===== config.mk =====
export PLATFORM = sky130hd
export DESIGN_NAME = extbus_seq
export DESIGN_NICKNAME = d
export VERILOG_FILES = /design/src/rtl/extbus_pkg.sv /design/src/rtl/extbus_ctrl.sv /design/src/rtl/extbus_dp.sv /design/src/rtl/extbus_seq.sv
export SDC_FILE = /design/constraint.sdc
export NUM_CORES = 1
export LEC_CHECK = 0
export ABC_AREA = 1
export BUFFER_PORTS_ARGS = -buffer_cell sky130_fd_sc_hd__buf_2
export CORE_UTILIZATION = 49
export CTS_CLUSTER_SIZE = 30
export DETAILED_ROUTE_END_ITERATION = 10
export HOLD_SLACK_MARGIN = 0.08
export PLACE_DENSITY = 0.9
export SETUP_SLACK_MARGIN = 0.15
export SYNTH_ARGS = -nofsm -noshare
export SYNTH_HDL_FRONTEND = slang
export SYNTH_SLANG_ARGS = --single-unit

===== constraint.sdc =====
create_clock -name clk -period 1.8 [get_ports clk]
set_input_delay 0.36 -clock clk [delete_from_list [all_inputs] [get_ports clk]]
set_output_delay 0.36 -clock clk [all_outputs]
set_load 0.05 [all_outputs]

===== src/rtl/extbus_pkg.sv =====
package extbus_pkg;

  typedef enum logic [2:0] {
    REQ_FETCH = 3'd0,
    REQ_RD16  = 3'd1,
    REQ_WR16  = 3'd2,
    REQ_RD8   = 3'd3,
    REQ_WR8   = 3'd4
  } reqKind_e;

  typedef enum logic [2:0] {
    PH_IDLE,
    PH_ADDR,
    PH_LATCH,
    PH_SETUP,
    PH_STROBE,
    PH_HOLD,
    PH_RELEASE
  } phase_e;

  typedef struct packed {
    logic accept;
    logic showAddr;
    logic dataPhase;
    logic capture;
  } busCtl_t;

endpackage


===== src/rtl/extbus_ctrl.sv =====
module extbus_ctrl
  import extbus_pkg::*;
#(
  parameter int ADDR_W        = 16,
  parameter int INT_PROG_SIZE = 8192
) (
  input  logic              clk,
  input  logic              rstN,
  input  logic              eaPinN,
  input  logic              extMode,
  input  logic              reqValid,
  input  reqKind_e          reqKind,
  input  logic [ADDR_W-1:0] reqAddr,
  output logic              reqReady,
  output busCtl_t           busCtl,
  output reqKind_e          kindQ,
  output logic              extQ,
  output logic              aleOut,
  output logic              psenN,
  output logic              rdN,
  output logic              wrN,
  output logic              rspValid
);

  localparam logic [ADDR_W:0] INT_LIMIT = (ADDR_W+1)'(INT_PROG_SIZE);

  phase_e phase, phaseNext;
  logic   eaForce;
  logic   reqIsFetch;
  logic   reqGoesOut;
  logic   busOn;
  logic   strobeWin;
  logic   kindIsRead;
  logic   kindIsWrite;

  // the external-fetch pin is followed only while reset is held
  always_ff @(posedge clk) begin
    if (!rstN) eaForce <= ~eaPinN;
  end

  assign reqIsFetch = (reqKind == REQ_FETCH);
  assign reqGoesOut = reqIsFetch ? (eaForce || (extMode && ({1'b0, reqAddr} >= INT_LIMIT)))
                                 : 1'b1;

  always_comb begin
    phaseNext = phase;
    unique case (phase)
      PH_IDLE:    if (reqValid) phaseNext = PH_ADDR;
      PH_ADDR:    phaseNext = PH_LATCH;
      PH_LATCH:   phaseNext = PH_SETUP;
      PH_SETUP:   phaseNext = PH_STROBE;
      PH_STROBE:  phaseNext = PH_HOLD;
      PH_HOLD:    phaseNext = PH_RELEASE;
      PH_RELEASE: phaseNext = PH_IDLE;
      default:    phaseNext = PH_IDLE;
    endcase
  end

  always_ff @(posedge clk) begin
    if (!rstN) begin
      phase <= PH_IDLE;
      kindQ <= REQ_FETCH;
      extQ  <= 1'b0;
    end else begin
      phase <= phaseNext;
      if (busCtl.accept) begin
        kindQ <= reqKind;
        extQ  <= reqGoesOut;
      end
    end
  end

  assign reqReady = (phase == PH_IDLE);
  assign rspValid = (phase == PH_RELEASE);

  always_comb begin
    busCtl.accept    = (phase == PH_IDLE) && reqValid;
    busCtl.showAddr  = (phase == PH_ADDR) || (phase == PH_LATCH);
    busCtl.dataPhase = (phase == PH_SETUP) || (phase == PH_STROBE) ||
                       (phase == PH_HOLD)  || (phase == PH_RELEASE);
    busCtl.capture   = (phase == PH_HOLD);
  end

  assign busOn       = extMode && extQ;
  assign strobeWin   = (phase == PH_STROBE) || (phase == PH_HOLD);
  assign kindIsRead  = (kindQ == REQ_RD16) || (kindQ == REQ_RD8);
  assign kindIsWrite = (kindQ == REQ_WR16) || (kindQ == REQ_WR8);

  assign aleOut = extMode && (phase == PH_ADDR);
  assign psenN  = !(strobeWin && busOn && (kindQ == REQ_FETCH));
  assign rdN    = !(strobeWin && busOn && kindIsRead);
  assign wrN    = !(strobeWin && busOn && kindIsWrite);

  AST_ONE_STROBE: assert property (@(posedge clk) disable iff (!rstN)
    $countones({psenN, rdN, wrN}) >= 2) else $error("more than one strobe low");

  AST_STROBE_TWO_CYCLES: assert property (@(posedge clk) disable iff (!rstN)
    ($fell(psenN) || $fell(rdN) || $fell(wrN)) |=> ($countones({psenN, rdN, wrN}) == 2))
    else $error("strobe pulse too short");

  AST_GPIO_QUIET: assert property (@(posedge clk) disable iff (!rstN)
    !extMode |-> (!aleOut && psenN && rdN && wrN)) else $error("bus activity in gpio mode");

  AST_NO_RSP_WHEN_READY: assert property (@(posedge clk) disable iff (!rstN)
    rspValid |-> !reqReady) else $error("response while idle");

endmodule


===== src/rtl/extbus_dp.sv =====
module extbus_dp
  import extbus_pkg::*;
#(
  parameter int DATA_W = 8
) (
  input  logic                clk,
  input  logic                rstN,
  input  busCtl_t             busCtl,
  input  logic                extMode,
  input  reqKind_e            reqKind,
  input  reqKind_e            kindQ,
  input  logic                extQ,
  input  logic [2*DATA_W-1:0] reqAddr,
  input  logic [DATA_W-1:0]   reqWdata,
  input  logic [DATA_W-1:0]   pageReg,
  input  logic [DATA_W-1:0]   p0In,
  input  logic [DATA_W-1:0]   intFetchData,
  input  logic                gpioWrEn,
  input  logic [DATA_W-1:0]   gpioP0Data,
  input  logic [DATA_W-1:0]   gpioP2Data,
  output logic [DATA_W-1:0]   p0Out,
  output logic                p0Oe,
  output logic [DATA_W-1:0]   p2Out,
  output logic [DATA_W-1:0]   rspData
);

  localparam logic [DATA_W-1:0] ALL_ONES = '1;

  logic [DATA_W-1:0] addrLoQ, addrHiQ, wdataQ, rspQ, gpioP0Q, gpioP2Q;
  logic              reqShort;
  logic              isWriteQ;

  assign reqShort = (reqKind == REQ_RD8) || (reqKind == REQ_WR8);
  assign isWriteQ = (kindQ == REQ_WR16) || (kindQ == REQ_WR8);

  always_ff @(posedge clk) begin
    if (!rstN) begin
      addrLoQ <= '0;
      addrHiQ <= '0;
      wdataQ  <= '0;
      rspQ    <= '0;
      gpioP0Q <= ALL_ONES;
      gpioP2Q <= ALL_ONES;
    end else begin
      if (gpioWrEn) begin
        gpioP0Q <= gpioP0Data;
        gpioP2Q <= gpioP2Data;
      end
      if (busCtl.accept) begin
        addrLoQ <= reqAddr[DATA_W-1:0];
        addrHiQ <= reqShort ? pageReg : reqAddr[2*DATA_W-1:DATA_W];
        wdataQ  <= reqWdata;
      end
      if (busCtl.capture) begin
        if (isWriteQ)     rspQ <= '0;
        else if (!extQ)   rspQ <= intFetchData;
        else if (extMode) rspQ <= p0In;
        else              rspQ <= '0;
      end
    end
  end

  assign rspData = rspQ;

  always_comb begin
    if (!extMode) begin
      p0Out = gpioP0Q;
      p0Oe  = 1'b1;
      p2Out = gpioP2Q;
    end else begin
      p2Out = addrHiQ;
      if (busCtl.showAddr) begin
        p0Out = addrLoQ;
        p0Oe  = 1'b1;
      end else if (busCtl.dataPhase && !extQ) begin
        p0Out = '0;
        p0Oe  = 1'b1;
      end else if (busCtl.dataPhase && isWriteQ) begin
        p0Out = wdataQ;
        p0Oe  = 1'b1;
      end else begin
        p0Out = ALL_ONES;
        p0Oe  = 1'b0;
      end
    end
  end

  AST_HIGH_PORT_HELD: assert property (@(posedge clk) disable iff (!rstN)
    (busCtl.dataPhase && extMode && $past(extMode)) |-> $stable(p2Out))
    else $error("high port moved during data phase");

  AST_GPIO_PORTS_STILL: assert property (@(posedge clk) disable iff (!rstN)
    (!extMode && $past(!extMode) && $past(!gpioWrEn)) |-> ($stable(p0Out) && $stable(p2Out)))
    else $error("gpio port changed without latch write");

endmodule


===== src/rtl/extbus_seq.sv =====
module extbus_seq
  import extbus_pkg::*;
#(
  parameter int DATA_W        = 8,
  parameter int INT_PROG_SIZE = 8192
) (
  input  logic                clk,
  input  logic                rstN,
  input  logic                eaPinN,
  input  logic [1:0]          cfgBits,
  input  logic                reqValid,
  output logic                reqReady,
  input  logic [2:0]          reqKind,
  input  logic [2*DATA_W-1:0] reqAddr,
  input  logic [DATA_W-1:0]   reqWdata,
  input  logic [DATA_W-1:0]   pageReg,
  input  logic [DATA_W-1:0]   intFetchData,
  output logic                rspValid,
  output logic [DATA_W-1:0]   rspData,
  input  logic                gpioWrEn,
  input  logic [DATA_W-1:0]   gpioP0Data,
  input  logic [DATA_W-1:0]   gpioP2Data,
  input  logic [DATA_W-1:0]   p0In,
  output logic [DATA_W-1:0]   p0Out,
  output logic                p0Oe,
  output logic [DATA_W-1:0]   p2Out,
  output logic                aleOut,
  output logic                psenN,
  output logic                rdN,
  output logic                wrN
);

  localparam int ADDR_W = 2 * DATA_W;

  logic     extMode;
  reqKind_e kindIn;
  reqKind_e kindQ;
  logic     extQ;
  busCtl_t  busCtl;

  assign extMode = (cfgBits == 2'b00);
  assign kindIn  = reqKind_e'(reqKind);

  extbus_ctrl #(.ADDR_W(ADDR_W), .INT_PROG_SIZE(INT_PROG_SIZE)) uCtrl (
    .clk(clk), .rstN(rstN), .eaPinN(eaPinN), .extMode(extMode),
    .reqValid(reqValid), .reqKind(kindIn), .reqAddr(reqAddr),
    .reqReady(reqReady), .busCtl(busCtl), .kindQ(kindQ), .extQ(extQ),
    .aleOut(aleOut), .psenN(psenN), .rdN(rdN), .wrN(wrN), .rspValid(rspValid)
  );

  extbus_dp #(.DATA_W(DATA_W)) uDp (
    .clk(clk), .rstN(rstN), .busCtl(busCtl), .extMode(extMode),
    .reqKind(kindIn), .kindQ(kindQ), .extQ(extQ), .reqAddr(reqAddr),
    .reqWdata(reqWdata), .pageReg(pageReg), .p0In(p0In),
    .intFetchData(intFetchData), .gpioWrEn(gpioWrEn),
    .gpioP0Data(gpioP0Data), .gpioP2Data(gpioP2Data),
    .p0Out(p0Out), .p0Oe(p0Oe), .p2Out(p2Out), .rspData(rspData)
  );

  AST_ALE_ADDR_STABLE: assert property (@(posedge clk) disable iff (!rstN)
    $fell(aleOut) |-> ($stable(p0Out) && $stable(p2Out) && p0Oe))
    else $error("address moved at latch edge");

  AST_WR_DATA_HELD: assert property (@(posedge clk) disable iff (!rstN)
    !wrN |-> (p0Oe && $stable(p0Out))) else $error("write data not held");

  AST_READ_RELEASED: assert property (@(posedge clk) disable iff (!rstN)
    (!rdN || !psenN) |-> !p0Oe) else $error("low port driven during read");

endmodule


== Yosys cells after proc, flatten, opt, wreduce, memory -nomap -nowiden ==
Index checks and enable logic that the tools add are counted.

* Bits in writable memories: 0
* ROM bits: 0
* Register bits: 56
* Memories: 0
* Word-level logic and storage cells: 68
* Bits in latches: 0
* Output and inout port bits: 31
* Input bits: 74

* Bitwise logic cells: 1
* Muxes and demuxes: 16
* Shift-type cells: 0
* Magnitude comparators: 1
* Divide/modulo/power cells: 0
* Add/subtract/negate cells: 0
* Reduce and logical (&&, ||, !) cells: 27
* Equality and inequality tests: 13
* Multiply operators: 0

{| class="wikitable"
|+ Operators with widths
! operator !! count
|-
| 2-to-1 mux 8 bit || 9
|-
| one-hot mux 3 bit (6 select lines) || 1
|-
| greater-or-equal comparator 16 x 14 -> 1 bit (second input constant) || 1
|-
| == test 3 x 2 -> 1 bit (second input constant) || 5
|-
| == test 3 bit (second input constant) || 5
|-
| logical AND 1 bit || 10
|-
| zero test 3 bit || 3
|-
| logical OR 1 bit || 9
|-
| == test 3 x 1 -> 1 bit (second input constant) || 2
|-
| 2-to-1 mux 1 bit || 5
|-
| zero test 1 bit || 4
|-
| 2-to-1 mux 3 bit || 1
|-
| zero test 2 bit || 1
|-
| != test 2 bit (second input constant) || 1
|-
| NOT 1 bit || 1
|}

== Longest topological paths before layout ==
* Depth in word-level cells: 9
* Mapped depth: 8
* Depth with buffers taken out: 8

== By module ==
From an unflattened synthesis, not the netlist that was laid out.

* Cell total of the unflattened synthesis: 415
* Area, all modules: 2837.7 µm²

{| class="wikitable"
|+ By module, submodules not included
! module !! times used !! cells an instance !! seq. area each (µm²) !! area an instance (µm²)
|-
| extbus_dp || 1 || 342 || 960.9 || 2377.3
|-
| extbus_ctrl || 1 || 72 || 170.2 || 456.7
|-
| extbus_seq || 1 || 1 || 0.0 || 3.8
|}

== Worst setup path before layout ==
Ideal clock, no wire load.

* Kind: input port to output port
* From: in cfgBits[1]
* To: out p2Out[0]
* Stages on the path: 4
* Buffers on the path: 1
* Arrival: 1.942 ns
* Slack: -0.502 ns
* Data required time: 1.440 ns
* Path through: nor2_1 > inv_1 > clkbuf_1 > o21ai_0

* Cells in the longest elaborated chain, start to end: 2

{| class="wikitable"
|+ Ends and longest elaborated chain
! item !! RTL line !! text
|-
| from (decl) || extbus_seq.sv:10 || <nowiki>input logic [1:0] cfgBits,</nowiki>
|-
| zero test 2 bit || extbus_seq.sv:41 || <nowiki>assign extMode = (cfgBits == 2'b00);</nowiki>
|-
| 2-to-1 mux 8 bit || extbus_dp.sv:66 || <nowiki>if (!extMode) begin</nowiki>
|-
| to (decl) || extbus_seq.sv:26 || <nowiki>output logic [DATA_W-1:0] p2Out,</nowiki>
|}

Every way passes these cells.

== Worst setup path after layout ==
* From: reg uCtrl.phase[2]
* To: out p0Out[7]

* Cells in the longest elaborated chain, start to end: 9
* Elaborated cells on any way between the ends: 16
* Classes of those cells: eq/ne: 6; mux: 4; reduce/logical: 6

{| class="wikitable"
|+ Ends and longest elaborated chain
! item !! RTL line !! text
|-
| from (decl) || extbus_ctrl.sv:27 || <nowiki>phase_e phase, phaseNext;</nowiki>
|-
| from (signal assigned) || extbus_ctrl.sv:65 || <nowiki>phase <= phaseNext;</nowiki>
|-
| == test 3 x 2 -> 1 bit / == test 3 bit (equally long branches) || extbus_ctrl.sv:79 || <nowiki>busCtl.dataPhase = (phase == PH_SETUP) || (phase == PH_STROBE) ||</nowiki>
|-
| logical OR 1 bit (2 in a row) || extbus_ctrl.sv:79 ||
|-
| logical OR 1 bit || extbus_ctrl.sv:80 || <nowiki>(phase == PH_HOLD) || (phase == PH_RELEASE);</nowiki>
|-
| logical AND 1 bit || extbus_dp.sv:78 || <nowiki>end else if (busCtl.dataPhase && isWriteQ) begin</nowiki>
|-
| 2-to-1 mux 8 bit || extbus_dp.sv:78 ||
|-
| 2-to-1 mux 8 bit || extbus_dp.sv:75 || <nowiki>end else if (busCtl.dataPhase && !extQ) begin</nowiki>
|-
| 2-to-1 mux 8 bit (*) || extbus_dp.sv:72 || <nowiki>if (busCtl.showAddr) begin</nowiki>
|-
| 2-to-1 mux 8 bit (*) || extbus_dp.sv:66 ||
|-
| to (decl) || extbus_seq.sv:24 || <nowiki>output logic [DATA_W-1:0] p0Out,</nowiki>
|}

Mark *: on every way between the ends. The rest lies on a longest branch, timed or not.

==> flow_summary.toml <==
[outcome]
outcome = "finished, violations left"
violations = "negative setup slack"

[placement]
place_hpwl_mm = 5.49
dp_slack_ps = -187
postPlaceCellArea_mm2 = 0.00354
io_buffers = 104
place.gp.congestion = 0.832

[global_routing]
use_met3_pct = 4.43
grt.met2_usage_pct = 47.8
grt_max_degree = 44
grt_pass1_wl_mm = 12.8
grt_usage_pct = 27.1
grt-ovfl-total = 0
busiest_layer = "met2"
gr-usage-met1_pct = 34.0
antenna_found_initial = 0
grt_pass1_vias = 2944

[yosys]
synth_top_area_share_pct = 40.8
async_flop_share_pct = 0
synth_cells = 400
yosys-top-cells-area = "dfxtp_1, nand2_1, inv_1"
synth_nets = 474
yosys_warnings = 0
synth_edf_count = 1
seq_area_frac_synth_pct = 41.9
netlist_area_mm2 = 0.00270
synth_top_cell_by_area = "dfxtp_1"
ys_ff_latch = 56
netlist_top_cells_count = "nand2_1, dfxtp_1, inv_1, o21ai_0, nand3_1"
yosys_most_used_dff = "dfxtp_1"
ys_types = 29
synthMostInstantiatedCell = "nand2_1"
syn_area_per_cell_um2 = 6.75

[cts]
numCtsBuffers = 5
tritoncts = "done"
cts_root_buffer = "clkbuf_8"
cts_max_level = 2
clk_latency_ps = 300
clock_path_buffers = 2
clock_sinks = 56
path_clk_slew_ps = 90

[routing]
wire_per_inst_um = 13.9
first_iter_violations = 200
vias = 3088
drt-total-wl_mm = 8.22
drt-pass1-iter-count = 5
route.detailed.drc = 0
antenna_left = 0
avgViaCountPerCell = 5.23

[floorplan]
die_area_mm2 = 0.00581
die_w_um = 76.3
initial_core_util_pct = 51.9
fp-row-count = 26
die_h_um = 76.3
coreArea_mm2 = 0.00520
io_pins = 105

[sta]
tightest_slew_ps = 374
period_needed_ps = 2040
fin_worst_skew_ps = 4.84
timing.setup.tns_ps = -2170
setup_viol = 12
slew_headroom_pct = 74.9
final-max-slew-violation-count = 0
timing.fmax_mhz = 491
hold_viol_final = 0
grt_setup_unrepaired = "true"
worst_slack_ps = -236
post-route-period-util_pct = 113

[cells_and_area]
drive_above_1_share_pct = 36.5
fillers = 378
syn_to_final_growth_pct = 48.0
diodes = 0
finish.utilization_pct = 76.8
fin_nets = 594
final_cell_area_mm2 = 0.00400

[pwr]
power.internal_mw = 2.13
switching_share_pct = 34.7
power.share.sequential_pct = 43.0
power_density_mw_per_mm2 = 816
leakagePower_nw = 1.97
power.switching_mw = 1.13
total_power_mw = 3.26
ir_drop_mv = 0.477
p_clk_share_pct = 22.9
p_comb_share_pct = 34.1

[setup_path]
crit_top_cell = "nand2_4"
end_kind = "primary output"
path_cells = "inv_4 -> nand2_4 -> nand2_4 -> nand2_4 -> a21oi_4 -> buf_12 -> nand2_4 -> a21oi_4 -> buf_6"
critPathKind = "reg -> out"
cp_top_family = "buffers and inverters"
required_ps = 1440
cp_slowest_cell = "dfxtp_4"
crit_buf_inv = 3
start_kind = "flop"
cp.arrival_ps = 1680
reg2reg_slack_ps = 340
critical_path.max_fanout = 7
max_stage_delay_ps = 380

[hold_path]
min_path_type = "in -> reg"

[flow_run]
cap_violations = 0
==> placed cells by master, fill, tap and decap left out, types with 2 or more instances in the layout <==
cell type	count
o21a_1	3
dfxtp_4	3
buf_2	81
o21ai_4	5
inv_1	52
nand3_2	2
nand3_1	37
o211ai_1	2
inv_2	4
nand2_1	98
o21ai_0	24
nand2_2	6
o21ai_1	5
buf_12	4
a21oi_4	9
a21oi_1	35
buf_4	26
clkbuf_8	5
dfxtp_1	52
inv_4	3
o21ai_2	5
nor3_4	2
clkbuf_16	2
nand2_4	8
buf_6	18
nor2_4	3
nor2_1	14
==> worst paths after layout <==
kind / startpoint / endpoint / cells after the start
max reg2reg: uCtrl.phase[1]$_SDFFE_PN0P_ / uCtrl.extQ$_SDFFE_PN0P_ / 7
max: uCtrl.phase[2]$_SDFFE_PN0P_ / p0Out[7] / 9
min reg2reg: uDp.wdataQ[1]$_SDFFE_PN0P_ / uDp.wdataQ[1]$_SDFFE_PN0P_ / 2
min: gpioP0Data[0] / uDp.gpioP0Q[0]$_SDFFE_PN1P_ / 3
==> power by group through the flow <==
stage	clock network (mW)	logic, mW	registers, mW
floorplan	0	0.654	1.42
global placement	0	0.887	1.42
detailed placement	0	0.909	1.42
CTS	0.755	1.03	1.40
global route	0.811	1.20	1.41
finish	0.748	1.11	1.40
==> cell families (layout without fill, tap and decap cells) <==
group | count (synthesis) | count (layout) | synth area share, %
AND/OR/NAND/NOR | 174 | 175 | 27.6
AO/OA/AOI/OAI | 91 | 91 | 19.1
buffers and inverters | 79 | 199 | 11.4
flip-flops | 56 | 56 | 41.9
==> state kept, by name (all words and copies together) (netlist names) <==
register and cells:
uCtrl.extQ 1, uDp.gpioP0Q 8, uDp.rspData 8, uDp.addrHiQ 8, uCtrl.kindQ 3, uDp.gpioP2Q 8, uCtrl.eaForce 1, uDp.wdataQ 8
uCtrl.phase 3, uDp.addrLoQ 8
==> metal layers <==
metal  share of wire, %  up-vias
li1                   -     1516
met1                 41     1425
met2                 52      130
met3                5.6       17
met4                1.8        0
met5                  0        -
==> final cells by class <==
| type | count | area (um^2) | area share [%] |
|---|---|---|---|
| sequential | 56 | 1140 | 28.6 |
| clock inverter | 1 | 5.00 | 0.125 |
| timing repair buffer | 131 | 916 | 22.9 |
| clock buffer | 7 | 97.6 | 2.44 |
| multi-input combinational | 266 | 1520 | 37.9 |
| inverter | 60 | 233 | 5.82 |
| tap | 70 | 87.6 | 2.19 |
==> tightest hold or removal path, cell delays in order <==
cell	delay, ps
buf_2	70
nand2_1	40
nand3_1	60
==> per-stage QoR <==
stage / hold slack (ps) / instances
after floorplan: 424 / 400
after global placement: 434 / 572
after detailed placement: 437 / 572
after CTS: 258 / 584
after global routing: 268 / 591
final: 263 / 591
==> timing repair <==
action | 4_1_cts | 5_1_grt
pin swaps | 6 | 9
setup buffers | 4 | 5
hold buffers | 0 | 0
gates resized for setup | 60 | 21
cloned | 0 | 2
endpoints found under the setup margin | 21 | 39
(Power assumes the default switching activity.)
